==> src/rtl/lcdseq_pkg.sv <==
package lcdseq_pkg;

    typedef enum logic [2:0] {
        S_IDLE,
        S_RST_HOLD,
        S_RST_WAIT,
        S_ISSUE,
        S_WAIT,
        S_FINISH
    } seq_state_e;

    localparam logic [7:0] OP_BASIC    = 8'h30;
    localparam logic [7:0] OP_DISP_ON  = 8'h0C;
    localparam logic [7:0] OP_GFX_ON   = 8'h36;
    localparam logic [7:0] OP_CLEAR    = 8'h01;
    localparam logic [7:0] OP_DISP_OFF = 8'h08;

    // Instruction at position idx of the power-up (off=0) or power-down (off=1) series
    function automatic logic [7:0] seq_cmd(input logic off, input logic [1:0] idx);
        logic [7:0] c;
        if (off) begin
            c = (idx == 2'd0) ? OP_CLEAR : OP_DISP_OFF;
        end else begin
            case (idx)
                2'd0:    c = OP_BASIC;
                2'd1:    c = OP_DISP_ON;
                2'd2:    c = OP_GFX_ON;
                default: c = OP_CLEAR;
            endcase
        end
        return c;
    endfunction

    function automatic logic seq_last(input logic off, input logic [1:0] idx);
        return off ? (idx == 2'd1) : (idx == 2'd3);
    endfunction

endpackage

==> src/rtl/lcdseq_timer.sv <==
module lcdseq_timer #(
    parameter int W = 8
) (
    input  logic         clk,
    input  logic         rst_n,
    input  logic         load,
    input  logic [W-1:0] load_val,
    output logic         zero
);
    logic [W-1:0] cnt_q;

    always_ff @(posedge clk or negedge rst_n) begin
        if (!rst_n) begin
            cnt_q <= '0;
        end else if (load) begin
            cnt_q <= load_val;
        end else if (cnt_q != '0) begin
            cnt_q <= cnt_q - 1'b1;
        end
    end

    assign zero = (cnt_q == '0);

    // A countdown in progress only moves down by one per cycle
    assert_timer_step_R6: assert property (@(posedge clk) disable iff (!rst_n)
        (!load && !zero) |=> (cnt_q == $past(cnt_q) - 1'b1));
endmodule

==> src/rtl/lcdseq_req_latch.sv <==
module lcdseq_req_latch (
    input  logic clk,
    input  logic rst_n,
    input  logic req_on,
    input  logic req_off,
    input  logic take_on,
    input  logic take_off,
    output logic pend_on,
    output logic pend_off
);
    always_ff @(posedge clk or negedge rst_n) begin
        if (!rst_n) begin
            pend_on  <= 1'b0;
            pend_off <= 1'b0;
        end else begin
            pend_on  <= req_on  | (pend_on  & ~take_on);
            pend_off <= req_off | (pend_off & ~take_off);
        end
    end

    // a request is never lost unless it was just taken
    assert_pend_hold_R9: assert property (@(posedge clk) disable iff (!rst_n)
        (pend_on && !take_on) |=> pend_on);
endmodule

==> src/rtl/lcd_pwr_seq.sv <==
module lcd_pwr_seq #(
    parameter int unsigned CLK_HZ = 50_000_000
) (
    input  logic       clk,
    input  logic       rst_n,
    input  logic       panel_rst_en,
    input  logic       req_on,
    input  logic       req_off,
    output logic       cmd_valid,
    output logic [7:0] cmd_byte,
    input  logic       cmd_ack,
    input  logic       cmd_err,
    output logic       panel_rst,
    output logic       busy,
    output logic       done,
    output logic       err
);
    import lcdseq_pkg::*;

    localparam longint unsigned HZ      = longint'(CLK_HZ);
    localparam longint unsigned US_DIV  = 64'd1_000_000;
    localparam longint unsigned T_RST   = (64'd15    * HZ + US_DIV - 1) / US_DIV;
    localparam longint unsigned T_SETL  = (64'd40000 * HZ + US_DIV - 1) / US_DIV;
    localparam longint unsigned T_SHORT = (64'd72    * HZ + US_DIV - 1) / US_DIV;
    localparam longint unsigned T_CLR   = (64'd1600  * HZ + US_DIV - 1) / US_DIV;
    localparam longint unsigned T_M1    = (T_RST > T_SHORT) ? T_RST : T_SHORT;
    localparam longint unsigned T_M2    = (T_SETL > T_CLR) ? T_SETL : T_CLR;
    localparam longint unsigned T_MAX   = (T_M1 > T_M2) ? T_M1 : T_M2;
    localparam int              CW      = $clog2(T_MAX + 1);
    localparam logic [CW-1:0]   L_RST   = CW'(T_RST - 1);
    localparam logic [CW-1:0]   L_SETL  = CW'(T_SETL - 1);
    localparam logic [CW-1:0]   L_SHORT = CW'(T_SHORT - 1);
    localparam logic [CW-1:0]   L_CLR   = CW'(T_CLR - 1);

    seq_state_e    state_q, state_d;
    logic [1:0]    step_q, step_d;
    logic          off_q, off_d;
    logic          err_q, err_d;
    logic          ld;
    logic [CW-1:0] ld_val;
    logic          tmr_zero;
    logic          take_on, take_off, pend_on, pend_off;
    logic [7:0]    cur_cmd;

    assign cur_cmd = seq_cmd(off_q, step_q);

    lcdseq_req_latch u_req (
        .clk      (clk),
        .rst_n    (rst_n),
        .req_on   (req_on),
        .req_off  (req_off),
        .take_on  (take_on),
        .take_off (take_off),
        .pend_on  (pend_on),
        .pend_off (pend_off)
    );

    lcdseq_timer #(.W(CW)) u_tmr (
        .clk      (clk),
        .rst_n    (rst_n),
        .load     (ld),
        .load_val (ld_val),
        .zero     (tmr_zero)
    );

    // Next-state and sequencing decisions
    always_comb begin
        state_d  = state_q;
        step_d   = step_q;
        off_d    = off_q;
        err_d    = err_q;
        ld       = 1'b0;
        ld_val   = '0;
        take_on  = 1'b0;
        take_off = 1'b0;
        unique case (state_q)
            S_IDLE: begin
                if (pend_off) begin
                    take_off = 1'b1;
                    off_d    = 1'b1;
                    step_d   = 2'd0;
                    state_d  = S_ISSUE;
                end else if (pend_on) begin
                    take_on = 1'b1;
                    off_d   = 1'b0;
                    step_d  = 2'd0;
                    if (panel_rst_en) begin
                        ld      = 1'b1;
                        ld_val  = L_RST;
                        state_d = S_RST_HOLD;
                    end else begin
                        state_d = S_ISSUE;
                    end
                end
            end
            S_RST_HOLD: begin
                if (tmr_zero) begin
                    ld      = 1'b1;
                    ld_val  = L_SETL;
                    state_d = S_RST_WAIT;
                end
            end
            S_RST_WAIT: begin
                if (tmr_zero) state_d = S_ISSUE;
            end
            S_ISSUE: begin
                if (cmd_ack) begin
                    if (cmd_err) begin
                        err_d   = 1'b1;
                        state_d = S_FINISH;
                    end else begin
                        ld      = 1'b1;
                        ld_val  = (cur_cmd == OP_CLEAR) ? L_CLR : L_SHORT;
                        state_d = S_WAIT;
                    end
                end
            end
            S_WAIT: begin
                if (tmr_zero) begin
                    if (seq_last(off_q, step_q)) begin
                        state_d = S_FINISH;
                    end else begin
                        step_d  = step_q + 2'd1;
                        state_d = S_ISSUE;
                    end
                end
            end
            S_FINISH: state_d = S_IDLE;
            default:  state_d = S_IDLE;
        endcase
    end

    // State register
    always_ff @(posedge clk or negedge rst_n) begin
        if (!rst_n) begin
            state_q <= S_IDLE;
            step_q  <= 2'd0;
            off_q   <= 1'b0;
            err_q   <= 1'b0;
        end else begin
            state_q <= state_d;
            step_q  <= step_d;
            off_q   <= off_d;
            err_q   <= err_d;
        end
    end

    // Outputs decoded from state
    always_comb begin
        cmd_valid = (state_q == S_ISSUE);
        cmd_byte  = (state_q == S_ISSUE) ? cur_cmd : 8'h00;
        panel_rst = (state_q == S_RST_HOLD);
        busy      = (state_q != S_IDLE);
        done      = (state_q == S_FINISH);
        err       = err_q;
    end

    assert_hold_R7: assert property (@(posedge clk) disable iff (!rst_n)
        (cmd_valid && !cmd_ack) |=> (cmd_valid && $stable(cmd_byte)));

    assert_abort_R8: assert property (@(posedge clk) disable iff (!rst_n)
        (cmd_valid && cmd_ack && cmd_err) |=> (done && !cmd_valid));

    assert_sticky_R8: assert property (@(posedge clk) disable iff (!rst_n)
        err |=> err);

    assert_gap_R6: assert property (@(posedge clk) disable iff (!rst_n)
        (cmd_valid && cmd_ack && !cmd_err) |=> (!cmd_valid && !done));

    assert_noline_R3: assert property (@(posedge clk) disable iff (!rst_n)
        (state_q == S_IDLE && pend_on && !pend_off && !panel_rst_en) |=> !panel_rst);

    assert_pulse_R11: assert property (@(posedge clk) disable iff (!rst_n)
        done |=> (!done && !busy));
endmodule

==> config.mk <==
export PLATFORM = sky130hd
export DESIGN_NAME = lcd_pwr_seq
export DESIGN_NICKNAME = d
export VERILOG_FILES = /design/src/rtl/lcdseq_pkg.sv /design/src/rtl/lcdseq_timer.sv /design/src/rtl/lcdseq_req_latch.sv /design/src/rtl/lcd_pwr_seq.sv
export SDC_FILE = /design/constraint.sdc
export NUM_CORES = 1
export LEC_CHECK = 0
export BUFFER_PORTS_ARGS = -buffer_cell sky130_fd_sc_hd__buf_2
export CAP_MARGIN = 30
export CORE_MARGIN = 10
export CORE_UTILIZATION = 53
export CTS_CLUSTER_DIAMETER = 50
export DETAILED_ROUTE_END_ITERATION = 10
export PLACE_DENSITY = 0.74
export REMOVE_ABC_BUFFERS = 1
export SYNTH_ARGS = -nofsm -noshare
export SYNTH_HDL_FRONTEND = slang
export SYNTH_SLANG_ARGS = --single-unit
==> constraint.sdc <==
create_clock -name clk -period 2.05 [get_ports clk]
set_input_delay 0 -clock clk [delete_from_list [all_inputs] [get_ports clk]]
set_output_delay 0 -clock clk [all_outputs]
set_load 0.1 [all_outputs]
==> results of run 1 <==
## registers in the layout, summed over array words and instances, names as in the netlist
signal / count
err: 1
off_q: 1
state_q: 3
u_req.pend_on: 1
u_tmr.cnt_q: 21
step_q: 2
u_req.pend_off: 1
## synthesized netlist by cell type, types with 4 or more instances
cell type	count	share of area
sky130_fd_sc_hd__or2_2	4	0.013
sky130_fd_sc_hd__or4_1	7	0.027
sky130_fd_sc_hd__ha_1	7	0.044
sky130_fd_sc_hd__a31oi_1	4	0.013
sky130_fd_sc_hd__inv_1	8	0.015
sky130_fd_sc_hd__nor2_1	23	0.044
sky130_fd_sc_hd__nor4_1	4	0.013
sky130_fd_sc_hd__o21ai_1	7	0.018
sky130_fd_sc_hd__clkbuf_1	6	0.011
sky130_fd_sc_hd__nor4_2	5	0.032
sky130_fd_sc_hd__o21ai_0	10	0.025
sky130_fd_sc_hd__nand2_1	20	0.038
sky130_fd_sc_hd__o211ai_1	4	0.015
sky130_fd_sc_hd__nand3_1	11	0.028
sky130_fd_sc_hd__nor3_1	12	0.030
sky130_fd_sc_hd__xnor2_1	11	0.049
sky130_fd_sc_hd__dfrtp_1	30	0.38
sky130_fd_sc_hd__a21oi_1	7	0.018
## power breakdown
group / total (uW) / switching [uW] / internal (uW) / leakage (uW)
Sequential: 592 / 0.000000000000144 / 592 / 0.000342
Clock: 488 / 218 / 270 / 0.0000482
Combinational: 40.0 / 31.5 / 8.47 / 0.000749
## path summary, 6_finish.rpt
check / start / end / slack [ns] / depth (start not counted)
worst max register to register: u_tmr.cnt_q[9]$_DFFE_PN0P_ / u_tmr.cnt_q[16]$_DFFE_PN0P_ / -0.09 / 5
worst max-delay path: u_tmr.cnt_q[9]$_DFFE_PN0P_ / u_tmr.cnt_q[16]$_DFFE_PN0P_ / -0.09 / 5
min in group asynchronous: rst_n / u_tmr.cnt_q[19]$_DFFE_PN0P_ / 0.29 / 2
worst min register to register: err$_DFFE_PN0P_ / err$_DFFE_PN0P_ / 0.46 / 1
worst min-delay path: cmd_err / err$_DFFE_PN0P_ / 0.01 / 2
max in group asynchronous: rst_n / step_q[1]$_DFFE_PN0P_ / 1.31 / 2
## layout make-up
class / count / area share
multi-input combinational: 181 / 0.486
sequential: 30 / 0.279
clock buffer: 7 / 0.0320
tap: 48 / 0.0223
clock inverter: 1 / 0.00186
inverter: 8 / 0.0111
timing repair buffer: 59 / 0.169
## per-stage QoR
step	cell area, sq um	utilization	TNS, ns	std cells	power, uW
after global routing	2700	0.742	-1.16	334	1160
after detailed placement	2350	0.646	-1.59	317	639
after floorplan	1920	-	-28.00	219	620
after CTS	2520	0.693	-0.115	329	1130
final	2700	0.742	-0.140	334	1120
after global placement	2350	0.646	-0.993	317	639
## critical path, delay by kind of cell, from the launching register on
family | cells | cell delay (ns)
compound gates | 3 | 0.62
simple gates | 2 | 1.03
flops | 1 | 0.38
## routing by layer
| layer | part of all wire | GRT usage |
|---|---|---|
| met1 | 0.43 | 0.218 |
| met2 | 0.47 | 0.272 |
| met3 | 0.072 | 0.0442 |
| met4 | 0.029 | 0.0519 |
| met5 | 0 | 0 |
## logic make-up after synthesis
kind of cell | after synthesis
other | 1
and+or+nand+nor | 109
xor gates and xnor gates | 14
buffers and inverters | 19
DFF | 30
adders and majority gates | 7
AOI/OAI and AO/OA | 46
muxes | 3
## what timing repair did
item,CTS,global route
pin swaps,3,4
hold buffers,3,0
endpoints found under the setup margin,23,25
resized for setup,9,31
endpoints found under the hold margin,32,0
setup buffers,1,5
==> reports/results.env, run 1 <==
POST_SYNTHESIS_SHARE_OF_CELL_AREA_SPENT_ON_AND_OR_NAND_AND_NOR_GATES=0.307
TYPE_OF_ORIGIN_OF_THE_CRITICAL_PATH='register'
IR_WORST_VDD_uV=438
DIE_WIDTH_UM=81.1
SYNTH-SEQ-AREA-SHARE=0.380
GRT_USE_TOTAL=0.169
CRIT_PATH_TOP_DELAY_CELL='sky130_fd_sc_hd__or4_4'
TIMING.CRITICAL_PATH.REQUIRED_NS=2.21
CP_SLOWEST_STAGE_DELAY_NS=0.54
FINAL_NET_COUNT=299
YOSYS_MOST_USED_DFF='sky130_fd_sc_hd__dfrtp_1'
SYN-MEAN-INSTANCE-AREA_SQ_UM=8.63
PATH_CELLS='or4_4 -> or4_4 -> o41a_1 -> o211ai_1 -> a21oi_1'
ANTENNA_LEFT=0
CORE.ROWCOUNT=22
NUMBER_OF_CLOCK_SINKS_SEEN_BY_CTS=30
FINAL-MAX-SLEW-VIOLATION-COUNT=0
WORSTHOLDPATHTYPE='input pin to register'
POWER.STATIC_LEAKAGE_uW=0.00114
CTS_MADE_BUFFERS=5
FIRST_GLOBAL_VIAS=1922
NUM_IO_PINS=20
SYNTH.CELL_AREA_SQ_UM=1980
FINALCLOCKSKEW_NS=0.00904
POWER_PER_UNIT_OF_STANDARD_CELL_AREA_nW_PER_UM2=416
CAP_VIOL_MAX_COUNT=0
INSERTEDDIODECOUNT=0
SYNTH-WARNING-COUNT=0
HTREE_LEVELS=2
WORST-SETUP-PATH-TYPE='register to register'
CLOCKBUFFERDEPTH=2
LAYOUT.AREA.SEQ_SQ_UM=751
LAYOUT_COMMONEST_CELL='sky130_fd_sc_hd__buf_4'
NETLIST_INSTANCES=229
NUMBER_OF_INSERTED_FILLER_CELLS_IN_THE_FINAL_LAYOUT=270
RUN_STATUS='finished, violations left'
PLACE.PORT_BUFFERS=17
ROOT_BUFFER='sky130_fd_sc_hd__clkbuf_8'
POST_ROUTE_CELLS_DRIVE_ABOVE_1_SHARE=0.346
FINAL_GP_CONGESTION=0.905
VIOLATED_CHECKS='negative setup slack'
COUNT_OF_FLIP_FLOPS_WITH_A_BUILT_IN_ENABLE_AFTER_SYNTHESIS=0
MUX_CONTRIBUTION_TO_SYNTHESIZED_AREA=0.0152
CRITICAL_PATH_PEAK_FANOUT=7
SYNTH-COMPOUND-AREA-SHARE=0.147
LAYOUT-AREA-OVERHEAD-VS-SYNTH_PCT=36.4
TIGHTEST_SLEW_NS=0.692
PATH_COMMON_CELL='sky130_fd_sc_hd__or4_4'
RSZ0062_AT_GRT='true'
DRT_VIA_DENSITY=6.03
MULTI_INPUT_AREA_SQ_UM=1310
INITIAL_ANTENNA_VIOLATION_COUNT=0
LARGEST_FAMILY_OF_LOGIC_CELLS_BY_SYNTHESIZED_AREA='simple AND/OR/NAND/NOR gates'
WORST-ENDPOINT-ARRIVAL_NS=2.30
INITIAL_CELL_DENSITY_OF_THE_CORE=0.544
POST-PLACE-WS_NS=-0.153
GRT_START_MAX_NET_PINS=31
DRTPASS1ITERATIONS=5
COMMONEST_CELLS_AFTER_ROUTING_FILL_AND_TAPS_ASIDE='37 x sky130_fd_sc_hd__buf_4, 30 x sky130_fd_sc_hd__dfrtp_1, 22 x sky130_fd_sc_hd__nor2_1'
SYNTH.FF_LATCH_COUNT=30
MAX-SLEW-MARGIN-REL=0.539
CLOCK_LATENCY_NS=0.28
SYNTH_XOR_XNOR_AREA_SHARE=0.0621
REGISTER_CLOCK_PIN_SLEW_ON_THE_REPORTED_WORST_SETUP_AND_HOLD_PATHS_NS=0.07
FP.DIEAREA_SQ_UM=6570
GRT_REMAINING_OVERFLOW=0
FINALHOLDVIOLATIONS=0
WIRELENGTH_UM=5630
DIE_HEIGHT_UM=81.1
COREAREA_SQ_UM=3630
SETUP_SLACK_NS=-0.0909
HOLDWS_NS=0.0139
FINALSETUPVIOLATIONS=3
FINALWORSTPATHREQUIREDPERIOD_NS=2.14
SYNTH.LIB_CELLS_USED.DISTINCT=44
VIAS=2015
SYNTH_ASYNC_SR_FLOP_SHARE=1.00
GLOBAL_ROUTE_WIRE_LENGTH_BEFORE_REPAIR_UM=9030
CTS_TREE='done'
AVGROUTEDWIREPERCELL_UM=16.9
FMAX_MHz=467
NUMBER_OF_DRC_MARKERS_IN_ITERATION_0=134
POST-ROUTE-PERIOD-UTIL=1.04
PLACE.DETAILED.HPWL_UM=3780
DRC=0
CP-END-KIND='register'
YOSYS.AREA_SHARE.ADDER=0.0443
(Power assumes the default switching activity.)
==> run 2: changes to the inputs <==
HOLD_SLACK_MARGIN = 0.1   (was default)
==> reports/results.env, run 2 (synthesis results as in run 1) <==
CLOCKBUFFERDEPTH=2
R2R.WORST_PATH.CELLS=5
FINALWORSTPATHREQUIREDPERIOD_NS=2.15
FIRST_GLOBAL_VIAS=1951
FINALHOLDVIOLATIONS=0
INITIAL_ANTENNA_VIOLATION_COUNT=0
WIRELENGTH_UM=5720
DIE_WIDTH_UM=81.1
VIOLATED_CHECKS='negative setup slack'
PLACE.DETAILED.HPWL_UM=3780
REG2REG_SETUP_SLACK_NS=-0.1
CTS_MADE_BUFFERS=5
COMMONEST_CELLS_AFTER_ROUTING_FILL_AND_TAPS_ASIDE='37 x sky130_fd_sc_hd__buf_4, 30 x sky130_fd_sc_hd__dfrtp_1, 22 x sky130_fd_sc_hd__nor2_1'
LARGEST_REGISTER_FFS=21
CRITICAL_PATH_PEAK_FANOUT=7
FINAL_NET_COUNT=302
INSERTEDDIODECOUNT=0
VIAS=2046
DRTPASS1ITERATIONS=5
POWER.STATIC_LEAKAGE_uW=0.00115
GRT_REMAINING_OVERFLOW=0
WORST-SETUP-PATH-TYPE='register to register'
ENDPOINT='u_tmr.cnt_q[16]$_DFFE_PN0P_'
ROOT_BUFFER='sky130_fd_sc_hd__clkbuf_8'
GRT_START_MAX_NET_PINS=31
NUMBER_OF_DRC_MARKERS_IN_ITERATION_0=161
COREAREA_SQ_UM=3630
PLACE.PORT_BUFFERS=17
REGISTER_CONTAINING_THE_MOST_FLIP_FLOPS_IN_THE_FINAL_LAYOUT='u_tmr.cnt_q'
NUM_IO_PINS=20
RUN_STATUS='finished, violations left'
PLACED_CELLS=317
POST_ROUTE_CELLS_DRIVE_ABOVE_1_SHARE=0.343
NUMBER_OF_CLOCK_SINKS_SEEN_BY_CTS=30
CAP_VIOL_MAX_COUNT=0
FINAL_GP_CONGESTION=0.905
WORSTHOLDPATHTYPE='input pin to register'
CP-END-KIND='register'
ANTENNA_LEFT=0
GRT_USE_TOTAL=0.174
MULTI_INPUT_AREA_SQ_UM=1310
DIE_HEIGHT_UM=81.1
TNS_NS=-0.178
STARTPOINT='u_tmr.cnt_q[9]$_DFFE_PN0P_'
AVGROUTEDWIREPERCELL_UM=17.0
WORST-ENDPOINT-ARRIVAL_NS=2.31
LAYOUT.AREA.SEQ_SQ_UM=751
FINAL-MAX-SLEW-VIOLATION-COUNT=0
SETUP_SLACK_NS=-0.0973
HOLDWS_NS=0.168
MAX-SLEW-MARGIN-REL=0.538
DRC=0
IR_WORST_VDD_uV=435
REGTOREGSTARTPOINT='u_tmr.cnt_q[9]$_DFFE_PN0P_'
TIGHTEST_SLEW_NS=0.693
RSZ0062_AT_GRT='true'
CRITICAL_PATH.REG2REG.ENDPOINT='u_tmr.cnt_q[16]$_DFFE_PN0P_'
POWER_PER_UNIT_OF_STANDARD_CELL_AREA_nW_PER_UM2=413
TYPE_OF_ORIGIN_OF_THE_CRITICAL_PATH='register'
POST-ROUTE-PERIOD-UTIL=1.05
DRT_VIA_DENSITY=6.07
FP.DIEAREA_SQ_UM=6570
CORE.ROWCOUNT=22
GLOBAL_ROUTE_WIRE_LENGTH_BEFORE_REPAIR_UM=9240
FMAX_MHz=466
INITIAL_CELL_DENSITY_OF_THE_CORE=0.544
LAYOUT-AREA-OVERHEAD-VS-SYNTH_PCT=37.9
REGISTER_CLOCK_PIN_SLEW_ON_THE_REPORTED_WORST_SETUP_AND_HOLD_PATHS_NS=0.07
LAYOUTNONFILLERINSTCOUNT=337
FINALCLOCKSKEW_NS=0.00945
CLOCK_LATENCY_NS=0.29
NUMBER_OF_INSERTED_FILLER_CELLS_IN_THE_FINAL_LAYOUT=262
UTILIZATION=0.750
HTREE_LEVELS=2
PLACEMENT_CELL_AREA_SQ_UM=2350
CTS_TREE='done'
REG_TOP3='u_tmr.cnt_q: 21 flops, state_q: 3 flops, step_q: 2 flops'
FINALSETUPVIOLATIONS=4
LAYOUT_COMMONEST_CELL='sky130_fd_sc_hd__buf_4'
POSTLAYOUTCELLAREA_SQ_UM=2730
TIMING.CRITICAL_PATH.REQUIRED_NS=2.22
-- run 2: cell count changes in the layout (fill, tap and decap cells not counted), sizes merged --
| cell | change |
|---|---|
| dlygate4sd3 | +3 |
-- run 2: worst min path at each step --
stage	startpoint	endpoint	slack, ns	depth (start not counted)
2_1_floorplan	rst_n	err$_DFFE_PN0P_	-0.30	0
3_3_place_gp	rst_n	step_q[1]$_DFFE_PN0P_	0.08	1
3_5_place_dp	rst_n	u_tmr.cnt_q[19]$_DFFE_PN0P_	0.09	1
4_1_cts	panel_rst_en	u_tmr.cnt_q[5]$_DFFE_PN0P_	0.14	4
5_1_grt	panel_rst_en	u_tmr.cnt_q[5]$_DFFE_PN0P_	0.18	4
6_report	panel_rst_en	u_tmr.cnt_q[5]$_DFFE_PN0P_	0.17	4
-- run 2: where the power goes --
group | switching [uW] | leakage [uW] | internal (uW)
registers | 0.000000000000139 | 0.000342 | 592
clock network | 219 | 0.0000482 | 270
logic | 32.4 | 0.000764 | 11.0
-- run 2: layout make-up --
| type | count | area share |
|---|---|---|
| sequential | 30 | 0.275 |
| inverter | 8 | 0.0110 |
| tap | 48 | 0.0220 |
| clock inverter | 1 | 0.00184 |
| timing repair buffer | 62 | 0.178 |
| clock buffer | 7 | 0.0317 |
| multi-input combinational | 181 | 0.480 |
-- run 2: per-layer routing --
metal  routed length (um)  share of wire  global-route usage
met1                 2420           0.42               0.222
met2                 2700           0.47               0.281
met3                  444          0.078              0.0453
met4                  158          0.028              0.0519
met5                    0              0                   0
-- run 2: what timing repair did --
action / in CTS / in global routing
gates cloned: 0 / 0
setup buffers: 1 / 5
hold buffers: 6 / 0
pin swaps: 3 / 4
gates resized for setup: 9 / 31
setup endpoints to repair: 23 / 25
endpoints found under the hold margin: 34 / 0
-- run 2: stage by stage --
stage	worst slack (ns)	power, uW
2_1_floorplan	-4.38	620
3_3_place_gp	-0.114	639
3_5_place_dp	-0.153	639
4_1_cts	-0.0550	1130
5_1_grt	-0.177	1160
6_report	-0.0973	1130
-- run 2: critical path: stages (launching register included) --
cell and delay (ns):
sky130_fd_sc_hd__dfrtp_1 0.38, sky130_fd_sc_hd__or4_4 0.54, sky130_fd_sc_hd__or4_4 0.49, sky130_fd_sc_hd__o41a_1 0.35, sky130_fd_sc_hd__o211ai_1 0.19, sky130_fd_sc_hd__a21oi_1 0.08
==> run 3: changes to the inputs <==
ABC_CLOCK_PERIOD_IN_PS = 2200   (was default)
CORE_UTILIZATION = 59   (was 53)
PLACE_DENSITY = 0.78   (was 0.74)
clock period = 2.2 ns   (was 2.05 ns; I/O delays follow)
==> reports/results.env, run 3 (synthesis results as in run 1) <==
RUN_STATUS='complete, no violations'
CRITICAL_PATH_PEAK_FANOUT=4
COREAREA_SQ_UM=3130
DESIGN_POWER_TOTAL_uW=938
GRT_START_MAX_NET_PINS=31
INITIAL_CELL_DENSITY_OF_THE_CORE=0.632
FINALSETUPVIOLATIONS=0
DRC=0
GLOBALROUTEMET2UTIL=0.277
ANTENNA_LEFT=0
WIRELENGTH_UM=5410
PLACE.PORT_BUFFERS=17
GRT_REMAINING_OVERFLOW=0
CTS_MADE_BUFFERS=5
TYPE_OF_ORIGIN_OF_THE_CRITICAL_PATH='register'
TIGHTEST_SLEW_NS=0.700
CLOCK_LATENCY_NS=0.34
POWER_PER_UNIT_OF_STANDARD_CELL_AREA_nW_PER_UM2=378
CTS_TREE='done'
GR-USAGE-MET1=0.217
VIAS=1962
ROOT_BUFFER='sky130_fd_sc_hd__clkbuf_4'
DIE_HEIGHT_UM=77.9
INSERTEDDIODECOUNT=0
POWER.STATIC_LEAKAGE_uW=0.00106
CP-END-KIND='register'
FINALHOLDVIOLATIONS=0
RSZ0062_AT_GRT='true'
TIMING.CRITICAL_PATH.REQUIRED_NS=2.43
WORSTHOLDPATHTYPE='input pin to async pin'
REG_TOP3='u_tmr.cnt_q: 21 flops, state_q: 3 flops, step_q: 2 flops'
POST-ROUTE-PERIOD-UTIL=0.993
WORST-ENDPOINT-ARRIVAL_NS=2.41
FMAX_MHz=458
DIE_WIDTH_UM=77.9
DRT_VIA_DENSITY=6.07
REGISTER_CLOCK_PIN_SLEW_ON_THE_REPORTED_WORST_SETUP_AND_HOLD_PATHS_NS=0.10
PLACE.DETAILED.HPWL_UM=3670
CAP_VIOL_MAX_COUNT=0
CP_SLOWEST_STAGE_DELAY_NS=0.53
POST_ROUTE_CELLS_DRIVE_ABOVE_1_SHARE=0.265
NUM_IO_PINS=20
FINALWORSTPATHREQUIREDPERIOD_NS=2.19
FINAL_GP_CONGESTION=0.885
CLOCKBUFFERDEPTH=2
DRTPASS1ITERATIONS=6
LAYOUT-AREA-OVERHEAD-VS-SYNTH_PCT=25.8
LAYOUTNONFILLERINSTCOUNT=323
COMMONEST_CELLS_AFTER_ROUTING_FILL_AND_TAPS_ASIDE='30 x sky130_fd_sc_hd__dfrtp_1, 28 x sky130_fd_sc_hd__buf_4, 22 x sky130_fd_sc_hd__nor2_1'
CRIT_PATH_TOP_DELAY_CELL='sky130_fd_sc_hd__or4_4'
FP.DIEAREA_SQ_UM=6060
NUMBER_OF_DRC_MARKERS_IN_ITERATION_0=174
LARGEST_REGISTER_FFS=21
WORST-SETUP-PATH-TYPE='register to register'
NUMBER_OF_CLOCK_SINKS_SEEN_BY_CTS=30
FINAL_NET_COUNT=292
LAYOUT_COMMONEST_CELL='sky130_fd_sc_hd__dfrtp_1'
REGISTER_CONTAINING_THE_MOST_FLIP_FLOPS_IN_THE_FINAL_LAYOUT='u_tmr.cnt_q'
PLACED_CELLS=306
CORE.ROWCOUNT=20
PATH_CELLS='or4_4 -> buf_6 -> nor4_4 -> and2_4 -> nand3_2 -> o311ai_2'
AVGROUTEDWIREPERCELL_UM=16.7
GRT_USE_TOTAL=0.175
IR_WORST_VDD_uV=323
GLOBAL_ROUTE.USAGE.MET3=0.0518
INITIAL_ANTENNA_VIOLATION_COUNT=0
FINAL-MAX-SLEW-VIOLATION-COUNT=0
FIRST_GLOBAL_VIAS=1848
HTREE_LEVELS=2
GLOBAL_ROUTE.PEAK_USAGE_LAYER='met2'
FINALCLOCKSKEW_NS=0.0207
MAX-SLEW-MARGIN-REL=0.533
GLOBAL_ROUTE_WIRE_LENGTH_BEFORE_REPAIR_UM=8700
[run 3: cell type report]
cell class / instances / area [sq um]
Inverter: 8 / 30.0
Clock buffer: 7 / 55.1
Timing Repair Buffer: 52 / 378
Sequential cell: 30 / 751
Fill cell: 224 / 643
Multi-Input combinational cell: 181 / 1210
Tap cell: 44 / 55.1
Clock inverter: 1 / 5.00
[run 3: worst max-delay path, delay by kind of cell (launching register included)]
family	cells	cell delay, ns
buffers and inverters	1	0.15
AOI/OAI and AO/OA	1	0.32
and+or+nand+nor	4	1.21
DFF	1	0.40
[run 3: stage by stage]
| step | hold slack [ns] | instance area [sq um] | utilization | setup TNS, ns | setup slack (ns) |
|---|---|---|---|---|---|
| finish | 0.250 | 2480 | 0.794 | 0 | 0.0144 |
| global route | 0.281 | 2480 | 0.794 | -0.0833 | -0.0625 |
| CTS | 0.243 | 2390 | 0.766 | -0.00184 | -0.00184 |
| detailed placement | 0.0788 | 2260 | 0.722 | -0.0247 | -0.0247 |
| global placement | 0.0761 | 2260 | 0.722 | 0 | 0.0143 |
| floorplan | -0.296 | 1920 | - | -24.64 | -4.23 |
[run 3: repair_timing]
| item | in CTS | in global routing |
|---|---|---|
| setup endpoints to repair | 3 | 12 |
| resized for setup | 2 | 18 |
| endpoints found under the hold margin | 37 | 0 |
| pin swaps | 0 | 4 |
| setup buffers | 0 | 2 |
| hold buffers | 7 | 0 |
[run 3: power by group]
part,switching [uW],internal [uW]
logic,31.0,11.4
clock network,190,155
registers,0.000000000000151,551
total,221,717
[run 3: final timing paths]
| path | start | endpoint | slack, ns | depth (start not counted) |
|---|---|---|---|---|
| max | u_tmr.cnt_q[10]$_DFFE_PN0P_ | step_q[0]$_DFFE_PN0P_ | 0.01 | 6 |
| min | rst_n | u_tmr.cnt_q[10]$_DFFE_PN0P_ | 0.25 | 2 |
| max reg2reg | u_tmr.cnt_q[10]$_DFFE_PN0P_ | step_q[0]$_DFFE_PN0P_ | 0.01 | 6 |
| min reg2reg | u_tmr.cnt_q[17]$_DFFE_PN0P_ | u_tmr.cnt_q[17]$_DFFE_PN0P_ | 0.58 | 2 |
| max in group asynchronous | rst_n | u_tmr.cnt_q[4]$_DFFE_PN0P_ | 1.48 | 2 |
| min in group clk | req_on | u_req.pend_on$_DFF_PN0_ | 0.38 | 3 |
[run 3: per-layer routing]
layer / vias to the layer above / wire length [um]
li1: 926 / -
met1: 916 / 2300
met2: 99 / 2460
met3: 21 / 435
met4: 0 / 206
met5: - / 0
